`src/rtl/tiny8_core.sv`:
```
module tiny8_core (
  input  logic       clk,
  input  logic       rst_n,
  input  logic [7:0] instr_lo,
  input  logic [7:0] instr_hi,
  output logic [7:0] result
);
  localparam logic [1:0] OP_RR = 2'b00, OP_RI = 2'b01, OP_LD = 2'b10, OP_SB = 2'b11;

  logic [7:0][7:0] rf;

  wire [15:0] ins  = {instr_hi, instr_lo};
  wire [1:0]  op   = ins[1:0];
  wire [2:0]  f3   = ins[15:13];
  wire [1:0]  f2   = ins[12:11];
  wire [2:0]  rs2a = ins[10:8];
  wire [2:0]  rs1a = ins[7:5];
  wire [2:0]  rda  = ins[4:2];
  wire [4:0]  imm5 = ins[12:8];
  wire [7:0]  imm8 = ins[15:8];

  wire [7:0] a = rf[rs1a];
  wire [7:0] b = rf[rs2a];

  wire       big   = imm5 >= 5'd8;
  wire [7:0] sll_v = big ? 8'h00 : a << imm5[2:0];
  wire [7:0] srl_v = big ? 8'h00 : a >> imm5[2:0];
  wire [7:0] sra_v = big ? {8{a[7]}} : 8'($signed(a) >>> imm5[2:0]);
  wire       lt    = $signed(a) < $signed(b);

  wire is_load   = (op == OP_LD) && (rs1a == 3'b000);
  wire is_store  = (op == OP_SB) && (ins[15:8] == 8'h00) && (rda == 3'b000);
  wire is_branch = (op == OP_SB) && (rda == 3'b000) &&
                   ((f3 == 3'b011 && f2 == 2'b00) || (f3 == 3'b011 && f2 == 2'b10) ||
                    (f3 == 3'b111 && f2 == 2'b00));

  logic       wen;
  logic [7:0] wdata;
  logic [7:0] rnext;

  always_comb begin
    wen   = 1'b0;
    wdata = 8'h00;
    rnext = 8'h00;
    unique case (op)
      OP_RR: begin
        wen = 1'b1;
        case ({f3, f2})
          5'b000_00: wdata = a & b;
          5'b001_00: wdata = a | b;
          5'b010_00: wdata = a + b;
          5'b011_00: wdata = a - b;
          5'b001_01: wdata = a ^ b;
          5'b111_00: wdata = {7'd0, lt};
          default:   wen = 1'b0;
        endcase
      end
      OP_RI: begin
        wen = 1'b1;
        case (f3)
          3'b100:  wdata = sll_v;
          3'b101:  wdata = srl_v;
          3'b110:  wdata = sra_v;
          3'b010:  wdata = a + {3'd0, imm5};
          3'b011:  wdata = a - {3'd0, imm5};
          default: wen = 1'b0;
        endcase
      end
      OP_LD: begin
        wen   = is_load;
        wdata = imm8;
      end
      OP_SB: begin
        if (is_store)
          rnext = a;
        else if (is_branch) begin
          if (f3 == 3'b111)     rnext = {7'd0, lt};
          else if (f2 == 2'b10) rnext = {7'd0, a != b};
          else                  rnext = {7'd0, a == b};
        end
      end
    endcase
  end

  always_ff @(posedge clk) begin
    if (!rst_n) begin
      rf     <= '0;
      result <= 8'h00;
    end else begin
      if (wen) rf[rda] <= wdata;
      result <= rnext;
    end
  end


  quiet_result_chk: assert property (@(posedge clk) disable iff (!rst_n)
    (op != OP_SB) |=> (result == 8'h00));


  store_drive_chk: assert property (@(posedge clk) disable iff (!rst_n)
    is_store |=> (result == $past(a)));


  branch_bool_chk: assert property (@(posedge clk) disable iff (!rst_n)
    is_branch |=> (result[7:1] == 7'd0));


  sb_nowrite_chk: assert property (@(posedge clk) disable iff (!rst_n)
    (op == OP_SB) |=> $stable(rf));


  bad_load_chk: assert property (@(posedge clk) disable iff (!rst_n)
    (op == OP_LD && !is_load) |=> ($stable(rf) && result == 8'h00));


  bad_sb_chk: assert property (@(posedge clk) disable iff (!rst_n)
    (op == OP_SB && !is_store && !is_branch) |=> (result == 8'h00));


  load_lands_chk: assert property (@(posedge clk) disable iff (!rst_n)
    is_load |=> (rf[$past(rda)] == $past(imm8)));
endmodule

```
`config.mk`:
```
export PLATFORM = sky130hd
export DESIGN_NAME = tiny8_core
export DESIGN_NICKNAME = d
export VERILOG_FILES = /design/src/rtl/tiny8_core.sv
export SDC_FILE = /design/constraint.sdc
export NUM_CORES = 1
export LEC_CHECK = 0
export ABC_AREA = 1
export BUFFER_PORTS_ARGS = -buffer_cell sky130_fd_sc_hd__buf_2
export CAP_MARGIN = 20
export CORE_ASPECT_RATIO = 0.6
export CORE_MARGIN = 10
export CORE_UTILIZATION = 49
export DETAILED_ROUTE_END_ITERATION = 10
export PLACE_DENSITY = 0.7
export SLEW_MARGIN = 5
export SYNTH_ARGS = -nofsm -noshare
export SYNTH_HDL_FRONTEND = slang
export SYNTH_SLANG_ARGS = --single-unit
```
`constraint.sdc`:
```
create_clock -name clk -period 6.6 [get_ports clk]
set_input_delay 0.99 -clock clk [delete_from_list [all_inputs] [get_ports clk]]
set_output_delay 0.99 -clock clk [all_outputs]
set_load 0.05 [all_outputs]
```
; Word level (Yosys, flattened, before mapping)
; Cells that the tools add are included.
[word_totals]
ff_bits = 72
output_inout_bits = 8
input_bits = 18
elab_cells = 82
[classes]
shift = 3
add_sub_neg = 4
n_eq_ne = 17
muxes = 20
n_reduce_logical = 20
n_bitwise = 3
magnitude_cmp = 6
[op_table]
columns = cell, n
row1 = $bwmux W64, 1
row2 = $mux W8, 7
row3 = $bmux W8 S3, 2
row4 = $pmux W8 S6, 1
row5 = $pmux W8 S5, 1
row6 = $demux W8 S3, 1
row7 = $pmux W8 S3, 1
row8 = $eq A3 B3 Y1 const B, 4
row9 = $lt A3 B4 Y1 const B, 3
row10 = $eq A5 B3 Y1 const B, 2
row11 = $eq A5 B4 Y1 const B, 2
row12 = $logic_and A1 B1 Y1, 9
row13 = $add A8 B5 Y8, 1
row14 = $add A8 B8 Y8, 1
row15 = $and A8 B8 Y8, 1
row16 = $eq A8 B8 Y1, 1
row17 = $logic_not A8 Y1, 1
row18 = $lt A8 B8 Y1, 1
row19 = $ne A8 B8 Y1, 1
row20 = $or A8 B8 Y8, 1
row21 = $shl A8 B3 Y8, 1
row22 = $shr A8 B3 Y8, 1
row23 = $sshr A8 B3 Y8, 1
row24 = $sub A8 B5 Y8, 1
row25 = 17 further kinds, 27

; Logic depth before layout (Yosys ltp)
[depth]
depth_word = 7
ltp_mapped = 26
depth_no_buf = 24

; Worst setup path before layout
; No wires, ideal clock.
[synth_path]
path_kind = input to register
startpoint = input port instr_hi[0]
endpoint = register rf[30] (netlist name)
setup_time_ps = 109
arrival_ps = 3969
path_slack_ps = 2522
cell_stages = 21
cell_sequence = inv_1 -> clkbuf_1 -> clkbuf_1 -> a21oi_1 -> o21ai_0 -> nand2_1 -> o21ai_0 -> inv_1 -> fa_1 -> nand3_1 -> nand2_1 -> nand2_1 -> nand2_1 -> a21oi_1 -> nand2_1 -> nand3_1 -> nand3_1 -> a21oi_1 -> nand3_1 -> nand2_1 -> inv_1
[synth_via]
elab_chain_len = 6
word_cells_on_any_way = 20
cone_classes = add/sub: 4 / order compare: 1 / shift: 3 / mux: 9 / bitwise: 3
[synth_lines]
columns = element, line
row1 = from (decl), 5  ; input logic [7:0] instr_hi,
row2 = $bmux W8 S3, 23  ; wire [7:0] b = rf[rs2a];
row3 = $mux W8 (implied by the code), 23
row4 = "$sub A8 B8 Y8, or another cell as far along", 52  ; 5'b011_00: wdata = a - b;
row5 = $pmux W8 S6, 48  ; case ({f3, f2})
row6 = $pmux W8 S3 *, 45  ; unique case (op)
row7 = $bwmux W64 *, 90  ; if (wen) rf[rda] <= wdata;
row8 = "to (signal, indexed assignment)", 90
row9 = to (decl), 10  ; logic [7:0][7:0] rf;
; Every way passes the cells marked *; elsewhere a longest branch is shown, timed or not. The select of a mux whose other input is x is not followed.
; A chain may end at the register's enable or synchronous reset.

; Worst setup path after layout
[layout_path]
startpoint = input port instr_hi[1]
endpoint = register rf[46] (netlist name)
; Same word-level chain as after synthesis.

==> metrics.txt <==
routability congestion estimate from global placement 1.04; Comb pwr share 0.297; most common cell type on the critical path sky130_fd_sc_hd__inv_1; TritonCTS clock tree built; Total Nets Final 1179; DRT Pass-1 Iters 6; vias in the first global route 6574; iteration-0 DRC count of the detailed router 1292; Critical Path Slowest Stage Cell sky130_fd_sc_hd__a21oi_1; library cells used by synthesis 40; kind of path behind the tightest hold check reg2reg; RSZ-0062 raised after global routing false; initial antenna violation count 0; start-to-end type of the worst setup path in2reg; end-of-flow core utilization 0.547; deepest clock path buffer count 2; Reg power frac 0.330; crit path capture type flop; synth warn 0; post-place instance area 6820 µm²; Final Hold Violating Endpoints 0; Crit. path cell count 23; cell internal pwr 853 µW; post-synthesis instance area 6580 µm²; total overflow reported by the global router 0; GR Util All Layers 0.259; quantity of gates resized following cts 0; worst clock skew 12.0 ps; maximum capacitance violations 0; number of clock buffers inserted by TritonCTS 9; Setup Buffers After CTS 0; delay-heaviest family, CP buffers and inverters; Sink Count 72; outcome finished, final reports clean; CP required 6850 ps; proportion of total power due to net switching 0.370; Finished Cell Area 7110 µm²; Critical Path Max Stage Delay 530 ps; die area 18600 µm²; syn_nets 1171; destination of the critical timing path rf[46]; power spent charging and discharging nets 501 µW; Reg2Reg Capture Point rf[46]; setup-violating endpoint count in the final report 0; buffer cell driving the clock tree root sky130_fd_sc_hd__clkbuf_16; detail-routed via count per cell 5.85; Post-Synthesis Cells 1117; highest attainable clock frequency 201 MHz; slack of the worst reg-to-reg path 2900 ps; antenna violation net count after detailed routing 0; most frequent cells in the layout sky130_fd_sc_hd__nand2_1 (275), sky130_fd_sc_hd__inv_1 (198), sky130_fd_sc_hd__nand3_1 (167); maximum level of the CTS H-tree 3; final sum of negative setup slack 0 ps; Port-buffer cells 25; Period Utilization, post-route 0.754; floorplan core area 13000 µm²; drt drc 0; IO Count 26; synthesized area divided by synthesized cell count 5.89 µm²; ANT cells 0; highest fanout seen on the critical path 24; Detailed Route WL 24700 µm; static power due to leakage 3.73 nW; global-route wire length before repair 37800 µm; source of the critical timing path instr_hi[1]; power density over cell area 190 nW/µm²; final number of max-transition violations 0; flops & latches, synth 72; peak ir drop on the vdd network 0.000106 V; total buffers and inverters traversed by the critical path 7; Crit path arrival time 5230 ps; row count 32; CTS hold repair buffers 0; Setup WS pre-CTS 1420 ps; Hold WS 562 ps; worst slew margin relative to its limit 0.382; origin of the critical flop-to-flop path rf[41]; Worst-Skew Late Latency 350 ps; pin count of the biggest net entering global routing 65; Syn-to-layout area delta 8.06%; final worst path period need 4980 ps; depth of the worst hold-timing path 4; Clock power frac 0.373; starting density of the core 0.506; Critical Path Source Type input pin; routed length per instance 19.0 µm; worst slew pin tran 927 ps; post-DP HPWL 18300 µm; Die Width 170 µm; leading cell type in the layout, fill and taps excluded sky130_fd_sc_hd__nand2_1; vertical die dimension 110 µm; Worst Reg2Reg Path Length in Cells 19; clock-pin transition on the worst setup and hold timing paths 60 ps; share of the yosys chip area belonging to registers 0.219; vias 7608; crit-path cells buf_2 > inv_1 > buf_4 > a21oi_1 > o21ai_0 > nand2_1 > inv_1 > o21ai_0 > ha_1 > inv_1 > fa_1 > inv_1 > nor2_1 > o21ai_0 > nand2_1 > nand2_1 > nand3_1 > nand3_1 > nand3_1 > a21oi_1 > nand3_1 > nand2_1 > inv_1; worst setup margin 1620 ps; count of filler cells inserted in the layout 1346; fraction of final layout cells with drive strength greater than 1 0.0947
==> flip-flops by register name, summed over array words and instances, names as in the netlist <==
register,count
result,8
rf,64
==> synthesized netlist by cell type (all sizes together) <==
master	number	area share
o2bb2ai	1	0.0013
dfxtp	72	0.22
buf	19	0.015
ha	33	0.063
fa	3	0.0091
o221ai	2	0.0027
nand3b	1	0.0011
nand3	169	0.13
o211ai	5	0.0057
a31oi	3	0.0029
o21bai	1	0.0011
nor2	65	0.052
nand4	18	0.017
nor4	2	0.0019
inv	213	0.12
o2111ai	1	0.0013
nand2	280	0.16
a21oi	126	0.11
a211oi	1	0.0011
clkbuf	16	0.0091
o21ai	55	0.042
xor2	4	0.0053
nor3	6	0.0046
or2	5	0.0048
a22oi	2	0.0023
xnor2	3	0.0040
a221oi	2	0.0027
o22ai	9	0.0086
==> routing by layer <==
metal / vias up / GRT usage / routed length, µm
met3: 46 / 0.0916 / 4000
li1: 3620 / - / -
met4: 0 / 0.0605 / 412
met2: 552 / 0.344 / 9210
met5: - / 0 / 0
met1: 3390 / 0.382 / 11100
==> power by group through the flow <==
stage	sequential, mW	clock, mW	combinational (mW)
global placement	0.456	0	0.385
global route	0.448	0.523	0.439
floorplan	0.456	0	0.278
detailed placement	0.456	0	0.382
CTS	0.447	0.506	0.385
finish	0.447	0.505	0.401
==> tightest hold or removal path, stage by stage (launching register included) <==
cell,delay (ps)
sky130_fd_sc_hd__dfxtp_1,310
sky130_fd_sc_hd__inv_1,60
sky130_fd_sc_hd__a21oi_1,60
sky130_fd_sc_hd__nand2_1,60
sky130_fd_sc_hd__inv_1,30
==> through the flow <==
| step | instances | total power, mW |
|---|---|---|
| 3_5_place_dp | 1284 | 0.839 |
| 4_1_cts | 1300 | 1.34 |
| 5_1_grt | 1300 | 1.41 |
| 2_1_floorplan | 1117 | 0.733 |
| 6_report | 1300 | 1.35 |
| 3_3_place_gp | 1284 | 0.842 |
==> cells by family (layout without fill, tap and decap cells) <==
group,after synthesis,in the layout,synth area share
adders and majority gates,36,36,0.0719
xor gates and xnor gates,7,7,0.00931
and+or+nand+nor,546,546,0.373
AOI/OAI and AO/OA,208,208,0.180
buffers and inverters,248,261,0.147
DFF,72,72,0.219
==> cell type report <==
type / instances / area, µm² / share of cell area
clock buffers: 10 / 229 / 0.0322
multi-input cells: 797 / 4180 / 0.587
inverters: 213 / 810 / 0.114
clock inverters: 6 / 67.6 / 0.00950
flip-flops and latches: 72 / 1440 / 0.203
well taps: 170 / 213 / 0.0299
repair buffers: 32 / 178 / 0.0250
==> worst min path at each step <==
| stage | slack, ps | start | end |
|---|---|---|---|
| finish | 560 | rf[0] | rf[0] |
| global route | 590 | rf[62] | rf[62] |
| CTS | 560 | rf[26] | rf[26] |
| detailed placement | 550 | rf[28] | rf[28] |
| global placement | 550 | rf[6] | rf[6] |
| floorplan | 530 | rf[29] | rf[29] |
No activity file was read; power rests on OpenSTA's default activity.
